$ cat src/rtl/adc_stat_pkg.sv
package adc_stat_pkg;

    localparam int STAT_NCH   = 8;
    localparam int STAT_IDX_W = $clog2(STAT_NCH);
    localparam int STAT_W     = 2 * STAT_NCH + 8;
    localparam int MISC_N     = 5;

    // indices into the single-bit flag vector
    localparam int M_CONV = 0;
    localparam int M_SEQ  = 1;
    localparam int M_CAL  = 2;
    localparam int M_WAIT = 3;
    localparam int M_GAIN = 4;

    typedef struct packed {
        logic [STAT_NCH-1:0] ovr;
        logic [STAT_NCH-1:0] unr;
        logic                gain;
        logic [1:0]          zero;
        logic                drdy;
        logic                wait_d;
        logic                cal;
        logic                seq;
        logic                conv;
    } stat_word_t;

    typedef struct packed {
        logic                  status_rd;
        logic                  conv_wr;
        logic                  seq_wr;
        logic                  cal_wr;
        logic                  wait_wr;
        logic                  data_rd;
        logic [STAT_IDX_W-1:0] data_idx;
    } host_dec_t;

    function automatic stat_word_t pack_word(
        input logic [STAT_NCH-1:0] ovr,
        input logic [STAT_NCH-1:0] unr,
        input logic [MISC_N-1:0]   misc,
        input logic                drdy
    );
        stat_word_t w;
        w.ovr    = ovr;
        w.unr    = unr;
        w.gain   = misc[M_GAIN];
        w.zero   = 2'b00;
        w.drdy   = drdy;
        w.wait_d = misc[M_WAIT];
        w.cal    = misc[M_CAL];
        w.seq    = misc[M_SEQ];
        w.conv   = misc[M_CONV];
        return w;
    endfunction

endpackage

$ cat src/rtl/stat_sticky.sv
module stat_sticky #(
    parameter int W = 1
) (
    input  logic         clk,
    input  logic         rst,
    input  logic [W-1:0] set,
    input  logic [W-1:0] clr,
    output logic [W-1:0] q
);
    // set has priority so that no event is lost to a coincident clear
    always_ff @(posedge clk) begin
        if (rst) q <= '0;
        else     q <= set | (q & ~clr);
    end
endmodule

$ cat src/rtl/stat_host_decode.sv
module stat_host_decode
    import adc_stat_pkg::*;
#(
    parameter int             ADDR_W   = 6,
    parameter logic [ADDR_W-1:0] A_STATUS = 6'h38,
    parameter logic [ADDR_W-1:0] A_CONV   = 6'h01,
    parameter logic [ADDR_W-1:0] A_SEQ    = 6'h02,
    parameter logic [ADDR_W-1:0] A_CAL    = 6'h03,
    parameter logic [ADDR_W-1:0] A_WAIT   = 6'h04,
    parameter logic [ADDR_W-1:0] A_DATA0  = 6'h30
) (
    input  logic              host_rd,
    input  logic              host_wr,
    input  logic [ADDR_W-1:0] host_addr,
    output host_dec_t         dec
);
    logic [ADDR_W-1:0] data_off;

    always_comb begin
        data_off      = host_addr - A_DATA0;
        dec.status_rd = host_rd && (host_addr == A_STATUS);
        dec.conv_wr   = host_wr && (host_addr == A_CONV);
        dec.seq_wr    = host_wr && (host_addr == A_SEQ);
        dec.cal_wr    = host_wr && (host_addr == A_CAL);
        dec.wait_wr   = host_wr && (host_addr == A_WAIT);
        dec.data_rd   = host_rd && (data_off < ADDR_W'(STAT_NCH));
        dec.data_idx  = data_off[STAT_IDX_W-1:0];
    end
endmodule

$ cat src/rtl/stat_pend_track.sv
module stat_pend_track #(
    parameter int N  = 8,
    parameter int IW = $clog2(N)
) (
    input  logic          clk,
    input  logic          rst,
    input  logic          fill_vld,
    input  logic [IW-1:0] fill_idx,
    input  logic          drain_vld,
    input  logic [IW-1:0] drain_idx,
    output logic          any_pend
);
    logic [N-1:0] set_v, clr_v, pend;

    for (genvar i = 0; i < N; i++) begin : g_slot
        assign set_v[i] = fill_vld  && (fill_idx  == IW'(i));
        assign clr_v[i] = drain_vld && (drain_idx == IW'(i));
    end

    stat_sticky #(.W(N)) u_pend (
        .clk (clk),
        .rst (rst),
        .set (set_v),
        .clr (clr_v),
        .q   (pend)
    );

    assign any_pend = |pend;
endmodule

$ cat src/rtl/adc_status_reg.sv
module adc_status_reg
    import adc_stat_pkg::*;
#(
    parameter int             ADDR_W   = 6,
    parameter logic [ADDR_W-1:0] A_STATUS = 6'h38,
    parameter logic [ADDR_W-1:0] A_CONV   = 6'h01,
    parameter logic [ADDR_W-1:0] A_SEQ    = 6'h02,
    parameter logic [ADDR_W-1:0] A_CAL    = 6'h03,
    parameter logic [ADDR_W-1:0] A_WAIT   = 6'h04,
    parameter logic [ADDR_W-1:0] A_DATA0  = 6'h30
) (
    input  logic                  clk,
    input  logic                  rst,
    input  logic                  host_rd,
    input  logic                  host_wr,
    input  logic [ADDR_W-1:0]     host_addr,
    output logic [STAT_W-1:0]     stat_word,
    input  logic [STAT_NCH-1:0]   ovr_evt,
    input  logic [STAT_NCH-1:0]   unr_evt,
    input  logic                  gain_ovr_evt,
    input  logic                  wait_done_evt,
    input  logic                  cal_done_evt,
    input  logic                  seq_iter_evt,
    input  logic                  seq_wrap_evt,
    input  logic                  seq_int_start,
    input  logic                  conv_done_evt,
    input  logic [STAT_IDX_W-1:0] conv_dest,
    input  logic                  conv_pre_clr
);
    host_dec_t               dec;
    logic [2*STAT_NCH-1:0]   rng_q;
    logic [MISC_N-1:0]       m_set, m_clr, m_q;
    logic                    drdy;
    stat_word_t              word;

    stat_host_decode #(
        .ADDR_W(ADDR_W), .A_STATUS(A_STATUS), .A_CONV(A_CONV),
        .A_SEQ(A_SEQ), .A_CAL(A_CAL), .A_WAIT(A_WAIT), .A_DATA0(A_DATA0)
    ) u_dec (
        .host_rd   (host_rd),
        .host_wr   (host_wr),
        .host_addr (host_addr),
        .dec       (dec)
    );

    // per-channel range flags: only a status read clears them
    stat_sticky #(.W(2*STAT_NCH)) u_rng (
        .clk (clk),
        .rst (rst),
        .set ({ovr_evt, unr_evt}),
        .clr ({(2*STAT_NCH){dec.status_rd}}),
        .q   (rng_q)
    );

    always_comb begin
        m_set         = '0;
        m_clr         = '0;
        m_set[M_GAIN] = gain_ovr_evt;
        m_clr[M_GAIN] = dec.status_rd;
        m_set[M_WAIT] = wait_done_evt;
        m_clr[M_WAIT] = dec.status_rd | dec.wait_wr;
        m_set[M_CAL]  = cal_done_evt;
        m_clr[M_CAL]  = dec.status_rd | dec.cal_wr;
        m_set[M_SEQ]  = seq_iter_evt;
        m_clr[M_SEQ]  = dec.status_rd | dec.seq_wr | seq_int_start | seq_wrap_evt;
        m_set[M_CONV] = conv_done_evt;
        m_clr[M_CONV] = dec.status_rd | dec.conv_wr | conv_pre_clr;
    end

    stat_sticky #(.W(MISC_N)) u_misc (
        .clk (clk),
        .rst (rst),
        .set (m_set),
        .clr (m_clr),
        .q   (m_q)
    );

    stat_pend_track #(.N(STAT_NCH), .IW(STAT_IDX_W)) u_pend (
        .clk       (clk),
        .rst       (rst),
        .fill_vld  (conv_done_evt),
        .fill_idx  (conv_dest),
        .drain_vld (dec.data_rd),
        .drain_idx (dec.data_idx),
        .any_pend  (drdy)
    );

    always_comb begin
        word = pack_word(rng_q[2*STAT_NCH-1:STAT_NCH], rng_q[STAT_NCH-1:0], m_q, drdy);
    end

    assign stat_word = word;
endmodule

$ cat config.mk
export PLATFORM = sky130hd
export DESIGN_NAME = adc_status_reg
export DESIGN_NICKNAME = d
export VERILOG_FILES = /design/src/rtl/adc_stat_pkg.sv /design/src/rtl/stat_sticky.sv /design/src/rtl/stat_host_decode.sv /design/src/rtl/stat_pend_track.sv /design/src/rtl/adc_status_reg.sv
export SDC_FILE = /design/constraint.sdc
export NUM_CORES = 1
export LEC_CHECK = 0
export CORE_UTILIZATION = 40
export CTS_CLUSTER_SIZE = 20
export DETAILED_ROUTE_END_ITERATION = 6
export PLACE_DENSITY = 0.77
export SYNTH_ARGS = -nofsm -noshare
export SYNTH_HDL_FRONTEND = slang
export SYNTH_SLANG_ARGS = --single-unit
$ cat constraint.sdc
create_clock -name clk -period 1.74 [get_ports clk]
set_input_delay 0.435 -clock clk [delete_from_list [all_inputs] [get_ports clk]]
set_output_delay 0.435 -clock clk [all_outputs]
set_load 0.01 [all_outputs]
# Word-level counts from Yosys, hierarchy flattened
# Index checks and enable logic that the tools add are counted.
[word_totals]
regBits = 29
wordCells = 65
[op_classes]
addsub = 1
order_cmp = 1
n_eq_ne = 19
n_bitwise = 16
reduce_logical = 25
[ops]
columns = ["op", "count"]
rows = [
  ["== test 3 bit (second input constant)", 8],
  ["logical AND 1 bit", 22],
  ["AND 16 bit", 1],
  ["NOT 16 bit", 1],
  ["OR 16 bit", 1],
  ["== test 3 x 2 -> 1 bit (second input constant)", 4],
  ["== test 6 x 2 -> 1 bit (second input constant)", 2],
  ["AND 8 bit", 1],
  ["NOT 8 bit", 1],
  ["OR 8 bit", 1],
  ["OR reduction 8 bit", 1],
  ["OR 1 bit", 7],
  ["== test 3 x 1 -> 1 bit (second input constant)", 2],
  ["== test 6 x 1 -> 1 bit (second input constant)", 1],
  ["== test 6 x 3 -> 1 bit (second input constant)", 1],
  ["== test 6 bit (second input constant)", 1],
  ["zero test 3 bit", 2],
  ["< comparator 6 x 4 -> 1 bit (second input constant)", 1],
  ["subtractor 6 bit (second input constant)", 1],
  ["AND 5 bit", 1],
  ["NOT 5 bit", 1],
  ["OR 5 bit", 1],
]

# Logic depth before layout (Yosys ltp)
# Gate-level depths: netlist (run 1).
[depth]
depth_word = 8
mapped_depth = 6
mapped_depth_nobuf = 3

# Hierarchy
# A second synthesis (run 1) with hierarchy kept.
[unflattened]
cells_unflattened = 169
area_unflattened_um2 = 1506.4
[modules_own_cells]
columns = ["mod", "n_inst", "cells_each", "area_per_inst_um2"]
rows = [
  ["stat_sticky (u_rng)", 1, 66, 629.4],
  ["stat_sticky (u_pend.u_pend)", 1, 33, 381.6],
  ["stat_sticky (u_misc)", 1, 20, 175.2],
  ["stat_pend_track", 1, 29, 168.9],
  ["stat_host_decode", 1, 13, 98.8],
  ["adc_status_reg", 1, 8, 52.6],
]

# Least setup slack after synthesis (run 1)
# Ideal clock, no wire load.
[synth_path]
path_type = "input to register"
startpoint = "in host_addr[1]"
endpoint = "reg u_misc.q[4]"
arrival_time_ps = 1363
required_time_ps = 1608
setup_slack_ps = 245
cell_stages = 6
path_buffers = 3
path_cell_list = "buf_4 -> or3b_4 -> buf_6 -> buf_8 -> o21ai_1 -> a21oi_1"
[synth_between]
elab_chain_cells = 5
[synth_lines]
columns = ["item", "line", "rtl"]
rows = [
  ["start: declaration", "adc_status_reg.sv:16", "input logic [ADDR_W-1:0] host_addr,"],
  ["== test 6 bit", "stat_host_decode.sv:21", "dec.status_rd = host_rd && (host_addr == A_STATUS);"],
  ["logical AND 1 bit", "stat_host_decode.sv:21", ""],
  ["NOT 5 bit", "stat_sticky.sv:13", "else q <= set | (q & ~clr);"],
  ["AND 5 bit", "stat_sticky.sv:13", ""],
  ["OR 5 bit", "stat_sticky.sv:13", ""],
  ["end signal: assignment", "stat_sticky.sv:13", ""],
  ["end: declaration", "stat_sticky.sv:8", "output logic [W-1:0] q"],
]
# No other way between the ends.
# A chain may end at the register's enable or synchronous reset.

# Worst setup path in the final report (run 1)
[layout_path]
startpoint = "reg u_misc.q[3]"
endpoint = "out stat_word[3]"
[layout_rtl]
columns = ["item", "line", "rtl"]
rows = [
  ["end: declaration", "adc_status_reg.sv:17", "output logic [STAT_W-1:0] stat_word,"],
]
# No word-level cell between the ends.

==> results.md, run 1 <==
- Vias after detailed routing: 1285
- Worst Hold Class: reg2reg
- Root buffer cell: clkbuf_4
- Share of cells above drive strength 1: 13.0%
- CP Max Fanout: 2
- Routability Congestion: 0.751
- Worst hold path stage count: 2
- CP Data Arrival Time: 1220 ps
- Max-cap violation count: 0
- Total CTS buffers: 5
- RSZ-0062 raised after global routing: false
- Yosys cell types: 35
- R2R cell count: 3
- Total congestion overflow: 0
- CP max stage cell: clkdlybuf4s50_1
- Max Freq: 604 MHz
- Synth warnings: 0
- Switching portion of total power: 24.6%
- Syn_area_per_cell: 8.54 µm²
- # rows: 20
- CP max stage delay: 550 ps
- Residual DRC: 0
- Pleak: 0.000810 µW
- Die Ht: 58.4 µm
- Post-layout net count: 251
- Total die area: 3410 µm²
- Hpwl dp: 2440 µm
- Pre-Repair DR Iteration Count: 4
- Most frequent cells in the layout: clkdlybuf4s50_1, dfxtp_1, a21oi_1
- Crit path max-delay family: buffers and inverters
- Period minus WS final: 1650 ps
- DRT iter0 DRCs: 31
- Initial antenna violation count: 0
- Clock Path Buffers: 2
- Port bufs: 58
- Flip-flop and latch count after synthesis: 29
- Critical path class: reg2out
- I/O pins: 61
- Int Power: 1130 µW
- H-Tree Depth: 2
- Final Cycle Share: 95.1%
- Seq pwr share: 48.6%
- Post-synthesis instance area: 1270 µm²
- Final ANT Viol Nets: 0
- Reg2reg setup slack: 940 ps
- Worst vdd ir: 0.000488 V
- Die Span X: 58.4 µm
- Core Region: 3030 µm²
- Post-Route Setup TNS: 0 ps
- Buffer count from post-CTS setup fixing: 0
- First-pass GRT wire length: 5280 µm
- CTS tree: yes
- Crit. End Element: output port
- GR Util All Layers: 20.3%
- PD cells: 750 nW/µm²
- Hold buffer count at CTS: 0
- Clock Sinks: 29
- Gate power share: 20.7%
- Vias per cell: 4.96
- Final Max Slew Viols: 0
- Antenna diodes: 0
- Hold WS: 468 ps
- Drt total wl: 3080 µm
- Layout Skew: 0 ps
- Initial Utilization: 42.0%
- WL/cell: 11.9 µm
- Cells after synthesis: 149
- Clock power share: 30.7%
- Psw: 370 µW
- Vias in the first global route: 1203
- Crit path launch type: flop
- CTS clock-pin slew for the worst setup and hold paths: 90 ps
- Register area share after synthesis: 45.6%
- RR Startpoint: u_misc.q[1]$_SDFF_PP0_
- Critical Path RT: 1300 ps
- Setup violators final: 0
- Min-Delay Endpoint: u_misc.q[0]$_SDFF_PP0_
- Final Hold Viols: 0
- Commonest non-fill, non-tap cell in the layout: clkdlybuf4s50_1
- Reg2reg end: u_misc.q[1]$_SDFF_PP0_
- P&R area growth vs syn: 57.1%
- Worst-path cell chain: clkdlybuf4s50_1
- Top cell type by total area after synthesis: dfxtp_1
- Hold_sp: u_misc.q[0]$_SDFF_PP0_
- Area fraction of the dominant cell type after synthesis: 45.6%
- Top cells by area, synth: dfxtp_1, a21oi_1, inv_1
- Status: finished, final reports clean
- Worst Path Buf+Inv: 1
- Pin count of the biggest net entering global routing: 23
- Clk_lat worst skew: 310 ps
[per-layer routing]
metal,share of wire (%),global-route usage [%]
met3,6.3,3.96
met5,0,0
met4,1.1,8.84
met1,44,25.3
met2,49,34.0
[sequential cells by signal (all words and copies together) (netlist names)]
signal / flops
u_misc.q: 5
u_rng.q: 16
u_pend.u_pend.q: 8
[final cells by class]
type                            instances  area, µm²
Fill cell                             264       1030
Timing Repair Buffer                   70        678
Sequential cell                        29        582
Multi-Input combinational cell         88        539
Inverter                               20       75.1
Clock buffer                            7       65.1
Tap cell                               44       55.1
Clock inverter                          1       5.00
[how the worst max path moves through the flow]
stage / start / endpoint / slack [ps] / cells after the start
after floorplan: host_addr[1] / u_misc.q[4]$_SDFF_PP0_ / 240 / 6
after global placement: host_addr[4] / u_misc.q[2]$_SDFF_PP0_ / -120 / 4
after detailed placement: host_addr[4] / u_misc.q[2]$_SDFF_PP0_ / -140 / 4
after CTS: u_pend.u_pend.q[2]$_SDFF_PP0_ / stat_word[4] / 20 / 3
after global routing: u_rng.q[10]$_SDFF_PP0_ / stat_word[18] / 20 / 1
final: u_misc.q[3]$_SDFF_PP0_ / stat_word[3] / 90 / 1
[cells in the mapped netlist]
cell and number:
a211oi_1 1, a21oi_1 21, a32o_1 4, and2_1 1
and3_1 1, and4b_1 1, buf_2 3, buf_4 4
buf_6 2, buf_8 1, clkbuf_1 3, clkinv_1 1
conb_1 1, dfxtp_1 29, inv_1 19, nand2_1 8
nand2b_1 2, nand3_1 1, nand4_1 1, nand4b_1 3
nor2_1 3, nor2b_1 3, nor3_1 1, nor3b_1 1
nor4_1 3, o21ai_0 7, o21ai_1 10, o21ai_2 2
o22ai_1 1, o2bb2ai_1 1, o31ai_1 3, o41ai_1 4
or2b_1 1, or3b_2 1, or3b_4 1
[metrics by stage]
stage | area, µm² | power, µW | setup WS, ps | utilization, % | std cells
floorplan | 1280 | 872 | 245 | - | 150
global placement | 1920 | 1050 | -116 | 63.4 | 251
detailed placement | 1920 | 1060 | -139 | 63.4 | 251
CTS | 2000 | 1510 | 16.8 | 66.1 | 259
global route | 2000 | 1580 | 24.6 | 66.0 | 259
finish | 2000 | 1500 | 85.3 | 66.0 | 259
[power by group through the flow]
stage / clock network [µW] / logic, µW / registers, µW
finish: 460 / 311 / 728
global placement: 0 / 307 / 741
global route: 510 / 338 / 734
CTS: 468 / 314 / 728
floorplan: 0 / 116 / 756
detailed placement: 0 / 314 / 742
[what timing repair did]
item | in CTS | in global routing
resized for setup | 3 | 3
cloned | 0 | 0
setup endpoints to repair | 1 | 1
pin swaps | 0 | 2
[cell families after synthesis]
family	after synthesis	synth area share [%]
buf+inv	33	13.3
compound gates	54	25.8
flops	29	45.6
simple gates	32	15.0
other cells	1	0.295
Power figures use the tool's default switching activity.
==> run 2, diff against run 1 <==
Settings changed: DONT_BUFFER_PORTS from default to 1, PLACE_DENSITY 0.77 to 0.52.
==> results.md, run 2 (same netlist as run 1, synthesis figures left out) <==
- Routability Congestion: 0.734 (-2.2%)
- Core Region: 3030 µm² (unchanged)
- Total CTS buffers: 5 (unchanged)
- Post-CTS sizing: 0 (-3)
- Reg2reg setup slack: 880 ps (-60 ps)
- Share of cells above drive strength 1: 8.84% (-4.2 points)
- Vias per cell: 5.47 (+10%)
- Hpwl dp: 1980 µm (-19%)
- Final Worst Setup Slack: 201 ps (+116 ps)
- Antenna diodes: 0 (unchanged)
- CP Max Fanout: 2 (unchanged)
- Non-filler instance count after layout: 191 (-26%)
- Clock Sinks: 29 (unchanged)
- GR Util All Layers: 17.2% (-3.0 points)
- Pin count of the biggest net entering global routing: 24 (+4.3%)
- PD cells: 953 nW/µm² (+27%)
- Max Freq: 650 MHz (+7.5%)
- RR Startpoint: u_misc.q[1]$_SDFF_PP0_
- CTS tree: yes
- Final Cell Area: 1300 µm² (-35%)
- Root buffer cell: clkbuf_4
- DP Area: 1250 µm² (-35%)
- Largest Register: u_rng.q
- WL/cell: 14.1 µm (+18%)
- Initial antenna violation count: 0 (unchanged)
- Layout Skew: 0 ps (unchanged)
- Status: finished, final reports clean
- Drt total wl: 2690 µm (-13%)
- Die Ht: 58.4 µm (unchanged)
- Most frequent cells in the layout: dfxtp_1, a21oi_1, inv_1
- Clk_lat worst skew: 340 ps (+30 ps)
- Post-Route Setup TNS: 0 ps (unchanged)
- CTS clock-pin slew for the worst setup and hold paths: 100 ps (about the same)
- Final ANT Viol Nets: 0 (unchanged)
- Vias after detailed routing: 1044 (-19%)
- Final Max Slew Viols: 0 (unchanged)
- Place WS: 285 ps (+424 ps)
- I/O pins: 61 (unchanged)
- Buffer count from post-CTS setup fixing: 0 (unchanged)
- Die Span X: 58.4 µm (unchanged)
- Final Hold Viols: 0 (unchanged)
- Total congestion overflow: 0 (unchanged)
- Critical path class: reg2out
- RSZ-0062 raised after global routing: false
- Pleak: 0.000521 µW (-36%)
- Largest register FFs: 16 (unchanged)
- Vias in the first global route: 986 (-18%)
- Hold buffer count at CTS: 0 (unchanged)
- Total die area: 3410 µm² (unchanged)
- P&R area growth vs syn: 2.46%
- CP Data Arrival Time: 1100 ps (-120 ps)
- CP endpoint: stat_word[4]
- First-pass GRT wire length: 4350 µm (-18%)
- Initial Utilization: 42.0% (unchanged)
- # rows: 20 (unchanged)
- Period minus WS final: 1540 ps (-116 ps)
- R2R cell count: 3 (unchanged)
- Critical Path RT: 1300 ps (about the same)
- Crit path launch type: flop
- Worst vdd ir: 0.000452 V (-7.5%)
- Final Cycle Share: 88.4% (-6.7 points)
- DRT iter0 DRCs: 36 (+16%)
- Residual DRC: 0 (unchanged)
- Max-cap violation count: 0 (unchanged)
- Biggest regs: u_rng.q: 16 flops, u_pend.u_pend.q: 8 flops, u_misc.q: 5 flops
- Worst Hold Class: in2reg
- Crit. End Element: output port
- Commonest non-fill, non-tap cell in the layout: dfxtp_1
- Post-layout net count: 183 (-27%)
- Setup violators final: 0 (unchanged)
- Clock Path Buffers: 2 (unchanged)
- Reg2reg end: u_misc.q[1]$_SDFF_PP0_
- H-Tree Depth: 2 (unchanged)
- Placed Instances: 183 (-27%)
- Post-layout util: 43.1% (-23 points)
- Port bufs: 0 (-100%)
- Setup crit start: u_pend.u_pend.q[2]$_SDFF_PP0_
- Pre-Repair DR Iteration Count: 4 (unchanged)
## run 2: area by class of cell
type                            instances  area [µm²]
Clock buffer                            6        41.3
Clock inverter                          2        10.0
Fill cell                             331        1720
Inverter                               20        75.1
Multi-Input combinational cell         88         527
Sequential cell                        29         581
Tap cell                               44        55.1
Timing Repair Buffer                    2        15.0
## run 2: per-layer routing
layer  GRT usage, %  wire length [µm]  vias to the layer above  part of all wire (%)
li1               -                 -                      509                     -
met1           19.9              1170                      480                    44
met2           26.3              1220                       48                    45
met3           7.03               228                        7                   8.5
met4           11.2                70                        0                   2.6
met5              0                 0                        -                     0
## run 2: through the flow
stage / hold WS, ps / total power, µW
floorplan: 443 / 872
global placement: 472 / 862
detailed placement: 463 / 866
CTS: 145 / 1260
global route: 143 / 1300
finish: 147 / 1240
## run 2: worst max-delay path, cell delays in order (launching register included)
cell and delay, ps:
dfxtp_1 330, nor4_1 290, nand2_1 160
## run 2: worst min-delay path by stage
stage                                       start  slack, ps  cells past startpoint                             to
floorplan           u_pend.u_pend.q[0]$_SDFF_PP0_        440                      2  u_pend.u_pend.q[0]$_SDFF_PP0_
global placement    u_pend.u_pend.q[2]$_SDFF_PP0_        470                      2  u_pend.u_pend.q[2]$_SDFF_PP0_
detailed placement  u_pend.u_pend.q[0]$_SDFF_PP0_        460                      2  u_pend.u_pend.q[0]$_SDFF_PP0_
CTS                                           rst        140                      1          u_rng.q[0]$_SDFF_PP0_
global route                                  rst        140                      1  u_pend.u_pend.q[1]$_SDFF_PP0_
finish                                        rst        150                      1          u_rng.q[0]$_SDFF_PP0_
## run 2: report_power, final
part,internal [µW],switching (µW)
Clock,153,240
Combinational,46.1,54.5
Sequential,706,42.3
Total,906,337
